==> src/rtl/burst_seq_pkg.sv <==
package burst_seq_pkg;
  localparam int unsigned ADDR_W = 2;
  typedef logic [ADDR_W-1:0] baddr_t;

  typedef enum logic {
    ORDER_LINEAR = 1'b0,
    ORDER_XOR    = 1'b1
  } order_e;

  function automatic baddr_t beat_inc(input baddr_t b);
    return baddr_t'(b + baddr_t'(1));
  endfunction

  function automatic baddr_t map_addr(input order_e o, input baddr_t base, input baddr_t beat);
    if (o == ORDER_XOR) return base ^ beat;
    return baddr_t'(base + beat);
  endfunction
endpackage

==> src/rtl/burst_beat_ctr.sv <==
module burst_beat_ctr
  import burst_seq_pkg::*;
(
  input  logic   clk,
  input  logic   rst_n,
  input  logic   restart,
  input  logic   advance,
  output baddr_t beat
);
  baddr_t beat_q;

  always_ff @(posedge clk) begin
    if (!rst_n)        beat_q <= '0;
    else if (restart)  beat_q <= '0;
    else if (advance)  beat_q <= beat_inc(beat_q);
  end

  assign beat = beat_q;

  a_r5_restart_zero: assert property (@(posedge clk) disable iff (!rst_n)
    restart |=> (beat == '0));
  a_r6_beat_hold: assert property (@(posedge clk) disable iff (!rst_n)
    (!restart && !advance) |=> $stable(beat));
endmodule

==> src/rtl/burst_base_reg.sv <==
module burst_base_reg
  import burst_seq_pkg::*;
(
  input  logic   clk,
  input  logic   rst_n,
  input  logic   capture,
  input  baddr_t d,
  output baddr_t q
);
  baddr_t base_q;

  always_ff @(posedge clk) begin
    if (!rst_n)        base_q <= '0;
    else if (capture)  base_q <= d;
  end

  assign q = base_q;

  a_r2_capture: assert property (@(posedge clk) disable iff (!rst_n)
    capture |=> (q == $past(d)));
endmodule

==> src/rtl/burst_addr_seq.sv <==
module burst_addr_seq
  import burst_seq_pkg::*;
(
  input  logic       clk,
  input  logic       rst_n,
  input  logic       load_i,
  input  logic [1:0] start_addr_i,
  input  logic       step_n_i,
  input  logic       order_sel_i,
  output logic [1:0] burst_addr
);
  baddr_t base_w, beat_w;
  logic   step_ev;
  order_e order_w;

  assign step_ev = !step_n_i && !load_i;
  assign order_w = order_e'(order_sel_i);

  burst_base_reg u_base (
    .clk(clk), .rst_n(rst_n), .capture(load_i), .d(start_addr_i), .q(base_w)
  );

  burst_beat_ctr u_beat (
    .clk(clk), .rst_n(rst_n), .restart(load_i), .advance(step_ev), .beat(beat_w)
  );

  assign burst_addr = map_addr(order_w, base_w, beat_w);

  a_r3_linear_step: assert property (@(posedge clk) disable iff (!rst_n)
    (step_ev && !order_sel_i && $stable(order_sel_i)) |=>
      (burst_addr == baddr_t'($past(burst_addr) + 2'd1)));
  a_r6_hold: assert property (@(posedge clk) disable iff (!rst_n)
    (!load_i && step_n_i && $stable(order_sel_i)) |=> $stable(burst_addr));
  a_r5_load_wins: assert property (@(posedge clk) disable iff (!rst_n)
    load_i |=> (burst_addr == $past(start_addr_i)));
  a_r4_xor_pair: assert property (@(posedge clk) disable iff (!rst_n)
    (step_ev && order_sel_i && $stable(order_sel_i)) |=>
      ((burst_addr ^ $past(burst_addr)) == (beat_w ^ $past(beat_w))));
endmodule

==> config.mk <==
export PLATFORM = sky130hd
export DESIGN_NAME = burst_addr_seq
export DESIGN_NICKNAME = d
export VERILOG_FILES = /design/src/rtl/burst_seq_pkg.sv /design/src/rtl/burst_beat_ctr.sv /design/src/rtl/burst_base_reg.sv /design/src/rtl/burst_addr_seq.sv
export SDC_FILE = /design/constraint.sdc
export NUM_CORES = 1
export LEC_CHECK = 0
export ABC_AREA = 1
export ABC_CLOCK_PERIOD_IN_PS = 1000
export BUFFER_PORTS_ARGS = -buffer_cell sky130_fd_sc_hd__buf_2
export CAP_MARGIN = 20
export CORE_AREA = 5 5 42 44
export DETAILED_ROUTE_END_ITERATION = 8
export DIE_AREA = 0 0 47 49
export HOLD_SLACK_MARGIN = 0.03
export SKIP_CTS_REPAIR_TIMING = 1
export SLEW_MARGIN = 30
export SYNTH_ARGS = -nofsm -noshare
export SYNTH_HDL_FRONTEND = slang
export SYNTH_SLANG_ARGS = --single-unit
==> constraint.sdc <==
create_clock -name clk -period 1 [get_ports clk]
set_clock_uncertainty 0.05 [all_clocks]
set_input_delay 0.2 -clock clk [delete_from_list [all_inputs] [get_ports clk]]
set_output_delay 0.2 -clock clk [all_outputs]
set_load 0.1 [all_outputs]
==> results.yml, run 1 <==
run_status:
  status: "finished, violations left"
  violations: "negative setup slack"
critical_path:
  worst_ep_arrival_time_ns: 1.18
  worstSetupEndpointType: "primary output"
  r2r_slack_ns: 0.08
  crit-reg2reg-capture: "u_beat.beat[1]"
  reg2reg_depth: 4
  startpoint: "u_base.q[0]"
  start_kind: "flop"
  worstPathMaxFanout: 2
  crit_path_end: "burst_addr[1]"
  reg2reg_from: "u_beat.beat[0]"
  required_ns: 0.75
  critical_path_class: "reg -> out"
yosys:
  syn_avg_cell_area_um2: 6.45
  synth_top_family_by_area: "simple AND/OR/NAND/NOR gates"
  synth_top_area_share_pct: 37.6
  muxShareOfSynthArea_pct: 0
  synth_cell_types: 11
  synth_compound_area_share_pct: 11.8
  netlist_area_um2: 213
  synthSimpleGateAreaFrac_pct: 32.4
  synth_area_leaders: "dfxtp_1, inv_1, nand2_1"
  ys_warn_count: 0
  syn_nets: 41
  synth_fa_ha_area_share_pct: 5.88
  ys_ff_latch: 4
  synth_top_area_cell: "dfxtp_1"
  synth-xor-area-share_pct: 0
  synth_cells: 33
  ys_seq_area_share_pct: 37.6
die:
  die_area_um2: 2300
  start_util_pct: 15.2
  core_area_um2: 1400
  fp.dieH_um: 49
  rows: 14
  ios: 9
  fp.dieW_um: 47
power_and_ir_drop:
  p_sw_w: 0.000162
  seqPwrFrac_pct: 33.0
  finalPower_w: 0.000527
  netSwitchingFraction_pct: 30.8
  power_density_nw_per_um2: 1330
  power_frac_clock_pct: 37.9
  power_frac_comb_pct: 29.1
  p_int_w: 0.000365
  p_leak_nw: 0.198
  peakVddDrop_mv: 0.530
sta:
  worst_slack_ns: -0.427
  slew_headroom_pct: 91.4
  max_freq_ghz: 0.701
  slew_violations: 0
  finalSetupViolCount: 2
  fin_crit_sh_pct: 143
  rsz0062_at_grt: "true"
  worst_pin_slew_ns: 0.127
  tns_ns: -0.671
  hold_viol_final: 0
  period_minus_slack_ns: 1.43
drt:
  drt-total-wl_um: 484
  avgRoutedWirePerCell_um: 7.56
  first_iter_violations: 1
  via_per_inst: 3.78
  dr.pass1.iters: 2
  via_count: 242
  antenna_left: 0
  drcViolationCount: 0
cts:
  numCtsBuffers: 3
  clkSinkCount: 4
  insertion_delay_ns: 0.23
  clkTransAtPathRegs_ns: 0.04
  cts_max_level: 1
  cts_tree: "done"
  cts_root_buf: "clkbuf_4"
  cts.path.max_buffers: 2
placement:
  place.gp.congestion: 0.669
  placedCellCount: 60
  post-place-ws_ns: -0.221
  port_buffers: 8
  dp_hpwl_um: 379
  place_area_um2: 345
cells_and_area:
  antenna_cells: 0
  final_nets: 58
  n_fill_cell: 168
  final_cell_mix: "buf_2, inv_1, nor2_1"
  layout_commonest_cell: "buf_2"
  synthToLayoutAreaGrowth_pct: 86.5
  multi_input_area_um2: 141
  final_cell_count_no_fill: 64
  layout-drive-gt1-share_pct: 54.2
  finalInstanceArea_um2: 397
  regArea_um2: 82.6
worst_hold_path:
  hold_depth: 3
  hold_class: "in -> reg"
global_routing:
  antenna_found_initial: 0
  grt_pass1_wl_um: 696
  grt_pass1_vias: 185
  grt_usage_pct: 4.65
  grt_max_degree: 6
  gr-total-overflow: 0
job:
  max_cap_viol_count: 0
[cell usage after synthesis]
library cell	count
a21oi_1	2
nor2_1	5
nand3_1	2
o21ai_0	2
nor2_2	1
dfxtp_1	4
ha_1	1
nand2_1	7
inv_1	7
nor3b_1	1
o21ai_1	1
[layer usage]
layer / wire [um] / share of wire [%] / global-route usage (%) / vias up
li1: - / - / - / 131
met1: 220 / 45 / 5.51 / 100
met2: 198 / 41 / 5.20 / 9
met3: 50 / 10 / 2.21 / 2
met4: 15 / 3.1 / 5.53 / 0
met5: 0 / 0 / 0 / -
[cells by family (layout without fill, tap and decap cells)]
family	after synthesis	count (layout)
flip-flops	4	4
buffers and inverters	7	22
AND/OR/NAND/NOR	16	16
adder cells (fa/ha/maj)	1	1
AO/OA/AOI/OAI	5	5
[worst min-delay path by stage]
stage | start | end | slack, ns
2_1_floorplan | start_addr_i[0] | u_base.q[0] | 0.28
3_3_place_gp | start_addr_i[0] | u_base.q[0] | 0.39
3_5_place_dp | start_addr_i[0] | u_base.q[0] | 0.39
4_1_cts | start_addr_i[0] | u_base.q[0] | 0.14
5_1_grt | step_n_i | u_beat.beat[0] | 0.18
6_report | start_addr_i[0] | u_base.q[0] | 0.15
[state kept, by name (all words and copies together) (netlist names)]
signal / count
u_base.q: 2
u_beat.beat: 2
[per-stage QoR]
step / utilization, % / hold WS [ns]
3_5_place_dp: 24.6 / 0.391
3_3_place_gp: 24.6 / 0.386
4_1_cts: 26.3 / 0.142
5_1_grt: 28.3 / 0.184
6_report: 28.3 / 0.149
2_1_floorplan: - / 0.285
[layout make-up]
| type | instances | area share [%] |
|---|---|---|
| Sequential cell | 4 | 20.8 |
| Tap cell | 16 | 5.05 |
| Inverter | 7 | 7.57 |
| Timing Repair Buffer | 12 | 25.2 |
| Multi-Input combinational cell | 22 | 35.6 |
| Clock buffer | 3 | 5.68 |
[power by group through the flow]
stage / clock network, W / logic (W) / registers (W)
finish: 0.000200 / 0.000154 / 0.000174
global route: 0.000218 / 0.000164 / 0.000175
CTS: 0.000213 / 0.000147 / 0.000174
detailed placement: 0 / 0.000146 / 0.000176
global placement: 0 / 0.000145 / 0.000176
floorplan: 0 / 0.0000931 / 0.000176
[critical path: stages, from the launching register on]
cell and delay (ns):
dfxtp_2 0.34, ha_4 0.14, nand2_4 0.04, inv_2 0.04
nand2_2 0.04, nand2_2 0.07, clkinvlp_4 0.09, buf_12 0.17
(Power assumes the default switching activity.)
==> run 2: changes to the inputs <==
--- a/config.mk
+++ b/config.mk
@@ -13,6 +13,7 @@
 export DETAILED_ROUTE_END_ITERATION = 8
 export DIE_AREA = 0 0 47 49
 export HOLD_SLACK_MARGIN = 0.03
+export PLACE_DENSITY = 0.43
 export SKIP_CTS_REPAIR_TIMING = 1
 export SLEW_MARGIN = 30
 export SYNTH_ARGS = -nofsm -noshare
==> run 2 against run 1 <==
Highest routed layer unchanged. Setup slack worse by 0.016 ns. The flow still finishes with violations (negative setup slack). Critical path depth unchanged. Maximum frequency down 1.1%. Utilization down 0.89 points. Die area unchanged. Clock power up 6%.
==> results.yml, run 2 (synthesized netlist as in run 1, its figures left out) <==
cts:
  cts_root_buf: "clkbuf_4"
  clkSinkCount: 4
  numCtsBuffers: 3
  cts.path.max_buffers: 2
  cts_max_level: 1
  cts_tree: "done"
  clkTransAtPathRegs_ns: 0.04
  insertion_delay_ns: 0.24
critical_path:
  cpMostUsedCell: "nand2_2"
  critical_path_class: "reg -> out"
  slowest_stage: "dfxtp_2"
  slowest_delay_ns: 0.34
  worstSetupEndpointType: "primary output"
  crit_chain: "ha_4, nand2_4, inv_2, nand2_2, nand2_2, clkinvlp_4, buf_12"
  start_kind: "flop"
  worstPathMaxFanout: 2
  worst_ep_arrival_time_ns: 1.19
  required_ns: 0.75
die:
  rows: 14
  fp.dieH_um: 49
  die_area_um2: 2300
  core_area_um2: 1400
  start_util_pct: 15.2
  ios: 9
  fp.dieW_um: 47
sta:
  fin_crit_sh_pct: 144
  hold_viol_final: 0
  slew_headroom_pct: 88.3
  worst_pin_slew_ns: 0.176
  worst_slack_ns: -0.443
  rsz0062_at_grt: "true"
  slew_violations: 0
  finalSetupViolCount: 2
  period_minus_slack_ns: 1.44
  max_freq_ghz: 0.693
drt:
  drcViolationCount: 0
  drt-total-wl_um: 495
  via_per_inst: 3.83
  avgRoutedWirePerCell_um: 7.86
  via_count: 241
  antenna_left: 0
  first_iter_violations: 7
  dr.pass1.iters: 4
placement:
  placedCellCount: 60
  place.gp.congestion: 0.623
  port_buffers: 8
  place_area_um2: 345
  dp_hpwl_um: 368
global_routing:
  antenna_found_initial: 0
  grt_pass1_wl_um: 717
  grt_max_degree: 6
  grt_usage_pct: 4.72
  met2_usage_pct: 4.75
  gr-total-overflow: 0
  use_met3_pct: 1.11
  grt_use_met1_pct: 6.15
  grt-busiest-layer: "met4"
  grt_pass1_vias: 178
power_and_ir_drop:
  power_density_nw_per_um2: 1400
  p_leak_nw: 0.192
  peakVddDrop_mv: 0.740
cells_and_area:
  antenna_cells: 0
  synthToLayoutAreaGrowth_pct: 80.6
  layout-drive-gt1-share_pct: 51.1
  layout_commonest_cell: "buf_2"
  final_cell_count_no_fill: 63
  final_nets: 57
  final_cell_mix: "buf_2, inv_1, nor2_1"
  finalInstanceArea_um2: 384
worst_hold_path:
  hold_class: "in -> reg"
run_status:
  violations: "negative setup slack"
  status: "finished, violations left"
job:
  max_cap_viol_count: 0
-- run 2: layout make-up --
type / count / area (um2)
Tap cell: 16 / 20.0
Sequential cell: 4 / 82.6
Fill cell: 152 / 1020
Inverter: 7 / 30.0
Timing Repair Buffer: 11 / 92.6
Clock buffer: 3 / 22.5
Multi-Input combinational cell: 22 / 136
-- run 2: routing by layer --
| layer | vias to the layer above | part of all wire (%) |
|---|---|---|
| met5 | - | 0 |
| met3 | 3 | 8.7 |
| met4 | 0 | 5.7 |
| li1 | 131 | - |
| met2 | 10 | 44 |
| met1 | 97 | 41 |
-- run 2: per-stage QoR --
stage / setup slack [ns] / total power [W] / hold slack (ns) / utilization (%) / setup TNS (ns)
final: -0.443 / 0.000537 / 0.136 / 27.4 / -0.698
after global routing: -0.500 / 0.000570 / 0.183 / 27.4 / -0.776
after CTS: -0.492 / 0.000544 / 0.131 / 26.3 / -0.760
after detailed placement: -0.223 / 0.000322 / 0.387 / 24.6 / -0.225
after global placement: -0.207 / 0.000322 / 0.379 / 24.6 / -0.209
after floorplan: -0.342 / 0.000269 / 0.285 / - / -0.358
-- run 2: worst paths after layout --
| kind | end | slack, ns | from | cells after the start |
|---|---|---|---|---|
| hold reg to reg | u_base.q[0] | 0.49 | u_base.q[0] | 2 |
| hold / removal | u_base.q[0] | 0.14 | start_addr_i[0] | 3 |
| setup / recovery | burst_addr[1] | -0.44 | u_beat.beat[0] | 7 |
| setup reg to reg | u_beat.beat[0] | 0.12 | u_beat.beat[0] | 3 |
-- run 2: critical path: cells and delay by family, from the launching register on --
family	cells	cell delay (ns)
adder cells (fa/ha/maj)	1	0.14
flip-flops	1	0.34
buffers and inverters	3	0.31
AND/OR/NAND/NOR	3	0.17
-- run 2: report_power, final --
part           internal (W)  switching (W)  leakage [nW]
combinational     0.0000600      0.0000902         0.144
clock              0.000135      0.0000775        0.0138
sequential         0.000169     0.00000554        0.0336
